## src/rtl/frz_counter_pkg.sv

```systemverilog
package frz_counter_pkg;

    typedef enum logic [1:0] {
        ACT_IDLE = 2'd0,
        ACT_STEP = 2'd1,
        ACT_HOLD = 2'd2
    } sched_act_e;

endpackage

```

## src/rtl/frz_byte_merge.sv

```systemverilog
module frz_byte_merge #(
    parameter int CNT_W  = 24,
    parameter int BYTE_W = 8,
    localparam int NUM_BYTES = CNT_W / BYTE_W,
    localparam int IDX_W = (NUM_BYTES > 1) ? $clog2(NUM_BYTES + 1) : 1
) (
    input  logic [CNT_W-1:0]  cur_val,
    input  logic              load_stb,
    input  logic [IDX_W-1:0]  load_idx,
    input  logic [BYTE_W-1:0] load_byte,
    output logic [CNT_W-1:0]  merged_val,
    output logic              load_hit
);

    logic [NUM_BYTES-1:0] sel;

    generate
        for (genvar g = 0; g < NUM_BYTES; g++) begin : g_lane
            // index 0 addresses the most significant byte
            localparam logic [IDX_W-1:0] LANE_IDX = IDX_W'(NUM_BYTES - 1 - g);
            assign sel[g] = load_stb && (load_idx == LANE_IDX);
            assign merged_val[g*BYTE_W +: BYTE_W] =
                sel[g] ? load_byte : cur_val[g*BYTE_W +: BYTE_W];
        end
    endgenerate

    assign load_hit = |sel;

endmodule

```

## src/rtl/frz_step_sched.sv

```systemverilog
module frz_step_sched
    import frz_counter_pkg::*;
(
    input  logic       inc_req,
    input  logic       pending_q,
    input  logic       freeze,
    input  logic       load_hit,
    output sched_act_e act,
    output logic       pending_d
);

    logic [1:0] demand;
    logic       blocked;

    always_comb begin
        demand  = {1'b0, pending_q} + {1'b0, inc_req};
        blocked = freeze || load_hit;
        act       = ACT_IDLE;
        pending_d = 1'b0;
        if (demand != 2'd0) begin
            if (blocked) begin
                // one slot only: a second request is lost
                act       = ACT_HOLD;
                pending_d = 1'b1;
            end else begin
                act       = ACT_STEP;
                pending_d = (demand == 2'd2);
            end
        end
    end

endmodule

```

## src/rtl/frz_counter.sv

```systemverilog
module frz_counter
    import frz_counter_pkg::*;
#(
    parameter int CNT_W  = 24,
    parameter int BYTE_W = 8,
    localparam int NUM_BYTES = CNT_W / BYTE_W,
    localparam int IDX_W = (NUM_BYTES > 1) ? $clog2(NUM_BYTES + 1) : 1
) (
    input  logic              clk,
    input  logic              rst_n,
    input  logic              inc_req,
    input  logic              freeze,
    input  logic              load_stb,
    input  logic [IDX_W-1:0]  load_idx,
    input  logic [BYTE_W-1:0] load_byte,
    output logic [CNT_W-1:0]  count,
    output logic              step
);

    typedef struct packed {
        logic [CNT_W-1:0] count;
        logic             pending;
        logic             step;
    } ctr_state_t;

    ctr_state_t st_q, st_d;

    logic [CNT_W-1:0] merged_val;
    logic             load_hit;
    sched_act_e       act;
    logic             pending_nx;

    frz_byte_merge #(.CNT_W(CNT_W), .BYTE_W(BYTE_W)) u_merge (
        .cur_val   (st_q.count),
        .load_stb  (load_stb),
        .load_idx  (load_idx),
        .load_byte (load_byte),
        .merged_val(merged_val),
        .load_hit  (load_hit)
    );

    frz_step_sched u_sched (
        .inc_req  (inc_req),
        .pending_q(st_q.pending),
        .freeze   (freeze),
        .load_hit (load_hit),
        .act      (act),
        .pending_d(pending_nx)
    );

    always_comb begin
        st_d         = st_q;
        st_d.step    = 1'b0;
        st_d.pending = pending_nx;
        if (load_hit) begin
            st_d.count = merged_val;
        end else if (act == ACT_STEP) begin
            st_d.count = st_q.count + CNT_W'(1);
            st_d.step  = 1'b1;
        end
    end

    always_ff @(posedge clk) begin
        if (!rst_n) begin
            st_q <= '0;
        end else begin
            st_q <= st_d;
        end
    end

    assign count = st_q.count;
    assign step  = st_q.step;

    assert_hold_when_frozen_R4: assert property (@(posedge clk) disable iff (!rst_n)
        (freeze && !load_hit) |=> (count == $past(count)));

    assert_step_adds_one_R2: assert property (@(posedge clk) disable iff (!rst_n)
        step |-> (count == CNT_W'($past(count) + CNT_W'(1))));

    assert_no_step_when_blocked_R8: assert property (@(posedge clk) disable iff (!rst_n)
        (freeze || load_hit) |=> !step);

    assert_pending_released_R5: assert property (@(posedge clk) disable iff (!rst_n)
        (st_q.pending && !freeze && !load_hit) |=> step);

    assert_load_takes_value_R7: assert property (@(posedge clk) disable iff (!rst_n)
        load_hit |=> (count == $past(merged_val)));

endmodule

```

## config.mk

```make
export PLATFORM = sky130hd
export DESIGN_NAME = frz_counter
export DESIGN_NICKNAME = d
export VERILOG_FILES = /design/src/rtl/frz_counter_pkg.sv /design/src/rtl/frz_byte_merge.sv /design/src/rtl/frz_step_sched.sv /design/src/rtl/frz_counter.sv
export SDC_FILE = /design/constraint.sdc
export NUM_CORES = 1
export LEC_CHECK = 0
export CAP_MARGIN = 20
export CELL_PAD_IN_SITES_DETAIL_PLACEMENT = 1
export CELL_PAD_IN_SITES_GLOBAL_PLACEMENT = 2
export CORE_MARGIN = 2
export CORE_UTILIZATION = 31
export CTS_BUF_LIST = sky130_fd_sc_hd__clkbuf_8
export DETAILED_ROUTE_END_ITERATION = 6
export GPL_TIMING_DRIVEN = 0
export PLACE_DENSITY = 0.84
export SKIP_CTS_REPAIR_TIMING = 1
export SLEW_MARGIN = 20
export SYNTH_ARGS = -nofsm -noshare
export SYNTH_HDL_FRONTEND = slang
export SYNTH_SLANG_ARGS = --single-unit
```

## constraint.sdc

```tcl
create_clock -name clk -period 2.6 [get_ports clk]
set_clock_uncertainty 0.05 [all_clocks]
set_input_delay 0.78 -clock clk [delete_from_list [all_inputs] [get_ports clk]]
set_output_delay 0.78 -clock clk [all_outputs]
set_load 0.1 [all_outputs]
```

==> flow_summary.ini <==
[run_status]
status = finished clean

[global_routing]
grt_pass1_wl_mm = 9.54
grt.total_usage = 0.202
overflow = 0
grt_max_degree = 15
grt_pass1_vias = 1789
grt_antenna_before_repair = 0

[placement]
dpl.hpwl_mm = 4.21
gp_routability_congestion = 0.815
port_buffers = 39
dpl-instance-area_mm2 = 0.00212

[clocking]
cts.sinks = 26
clk_pin_slew_ps = 100
cts_tree = yes
clockRootBuffer = clkbuf_8
clock_path_buffers = 2
htree_levels = 1
clock_latency_ps = 280
cts_buffers = 3

[drt]
final_antenna_net_count = 0
wl_mm = 5.75
dr.pass1.iters = 4
remaining_drc_errors = 0
vias = 1832
routedWlPerCell_um = 17.7
drtIter0Drc = 77
via_per_inst = 5.65

[synthesis]
synth_area_mm2 = 0.00164
synth.largest_area_cell = dfxtp_1
synthTopCellsByArea = dfxtp_1, nand2_1, nor2_1
synth.distinct_cells = 48
synth-seq-area-share = 0.317
synth_ff_type = dfxtp_1
ys_ff_latch = 26
synth_warnings = 0
synth_cells = 211
synth_top_area_share = 0.317
synthArstFlopShare = 0
synth-edff-count = 0
synth.avg_cell_area_um2 = 7.79
synth_fp_nets = 227

[critical_path]
crit_type = flip-flop to output port
arrival_ps = 1720
r2r_start = count[0]$_SDFFE_PN0P_
worst-path-buf-inv = 1
crit_chain = clkdlybuf4s50_1
critical_path.startpoint_type = flip-flop
slowest_delay_ps = 1120
reg2reg_to = count[14]$_SDFFE_PN0P_
cp_slowest_cell = clkdlybuf4s50_1
crit_path_end_kind = output port
r2r_setup_slack_ps = 530
worstRegToRegCells = 6
cp_top_family = buffers and inverters
cp_max_fo = 1
critPathRequiredTime_ps = 1770

[floorplanning]
rows = 26
fp.dieArea_mm2 = 0.00590
die_width_um = 76.8
io_pins = 40
core_area_mm2 = 0.00511
start_util = 0.322
die-height_um = 76.8

[hold_path]
hold_depth = 2
min_from = st_q[1]$_SDFF_PN0_
hp-class = flip-flop to flip-flop
min_to = st_q[1]$_SDFF_PN0_

[power]
powerDensity_mw_per_mm2 = 496
p_leak_nw = 1.16
ir_drop_v = 0.000195

[timing]
hold_violations = 0
slew_headroom = 0.343
maxSlewViolCount = 0
fin_crit_sh = 0.979
max_freq_mhz = 393
fin_crit_ps = 2550
rsz0062_at_grt = false
tightest_slew_ps = 984
setup_viol = 0

[finish]
fin_nets = 271
antenna-diode-count = 0
final_area_mm2 = 0.00224
area_delta_synth_final_pct = 36.3
final_util = 0.439
drive_above_1_share = 0.102

[flow_run]
drv_cap = 0
[logic make-up (layout without fill, tap and decap cells)]
kind of cell               after synthesis  in the layout  share of synthesized area
and+or+nand+nor                         91             91                      0.286
AOI/OAI and AO/OA                       78             78                      0.319
DFF                                     26             26                      0.317
buffers and inverters                   13             56                     0.0579
muxes                                    2              2                     0.0122
adders and majority gates                1              1                    0.00761
[Yosys cell counts (all sizes together) (2+ instances only)]
master  count
a21boi      2
a21o        2
a21oi      19
a22oi       3
a311oi      3
a31oi       8
and2        4
and3        2
buf         4
clkbuf      5
dfxtp      26
inv         3
mux2i       2
nand2      27
nand2b      3
nand3       8
nand3b      2
nand4       8
nor2       26
nor2b       2
nor3        5
nor4        2
o211ai      2
o21ai      18
o221a       3
o22ai       5
o31a        6
[stage by stage]
stage	instances	power (mW)	setup TNS [ps]	hold WS, ps	setup slack, ps
floorplan	211	0.728	0	411	90.8
global placement	320	0.841	-663	426	-107
detailed placement	320	0.844	-765	434	-127
CTS	324	1.13	-2730	449	-229
global route	324	1.17	0	495	2.89
finish	324	1.11	0	442	53.9
[placed cells by master, fill, tap and decap left out, types with 2 or more instances in the layout]
master           instances
dfxtp_1                 26
a311oi_1                 3
nand3b_1                 2
nand2_1                 27
nor3_2                   2
clkbuf_1                 2
o21ai_0                 16
nor2b_1                  2
nand2b_1                 3
clkbuf_8                 7
mux2i_1                  2
nand4_1                  7
nand3_1                  8
nor3_1                   2
buf_2                    3
a21oi_1                 18
o31a_1                   6
and2_1                   3
a21o_1                   2
o22ai_1                  5
a31oi_1                  8
o21ai_1                  2
dlymetal6s2s_1          25
inv_1                    3
clkdlybuf4s50_1         15
a22oi_1                  3
o221a_2                  3
o211ai_1                 2
nor2_1                  26
[how the worst max path moves through the flow]
stage                          start                endpoint  slack (ps)  cells after the start
2_1_floorplan  count[0]$_SDFFE_PN0P_  count[14]$_SDFFE_PN0P_          90                      6
3_3_place_gp             load_idx[0]   count[7]$_SDFFE_PN0P_        -110                      6
3_5_place_dp             load_idx[0]   count[7]$_SDFFE_PN0P_        -130                      6
4_1_cts        count[7]$_SDFFE_PN0P_                count[7]        -230                      1
5_1_grt              step$_SDFF_PP0_                    step           3                      1
6_report             step$_SDFF_PP0_                    step          50                      1
[routing by layer]
metal / track usage / wire length, um / share of wire
met1: 0.287 / 2790 / 0.49
met3: 0.0212 / 226 / 0.039
met5: 0 / 0 / 0
met4: 0.0545 / 53 / 0.0092
met2: 0.323 / 2680 / 0.47
[report_power, final]
part           total (mW)  internal, mW  switching [mW]
clock network       0.278         0.136           0.142
logic               0.380         0.109           0.271
registers           0.452         0.422          0.0305
total                1.11         0.667           0.443
[layout make-up]
class | count | area (um2)
plain buffers | 10 | 83.8
clock buffers | 4 | 55.1
fillers | 637 | 2870
inverters | 3 | 11.3
multi-input cells | 172 | 1030
flip-flops and latches | 26 | 520
well taps | 70 | 87.6
repair buffers | 39 | 450
[registers in the layout, indices dropped and copies added (netlist names)]
| register | cells |
|---|---|
| count | 24 |
| st_q | 1 |
| step | 1 |
No activity file was read; power rests on OpenSTA's default activity.
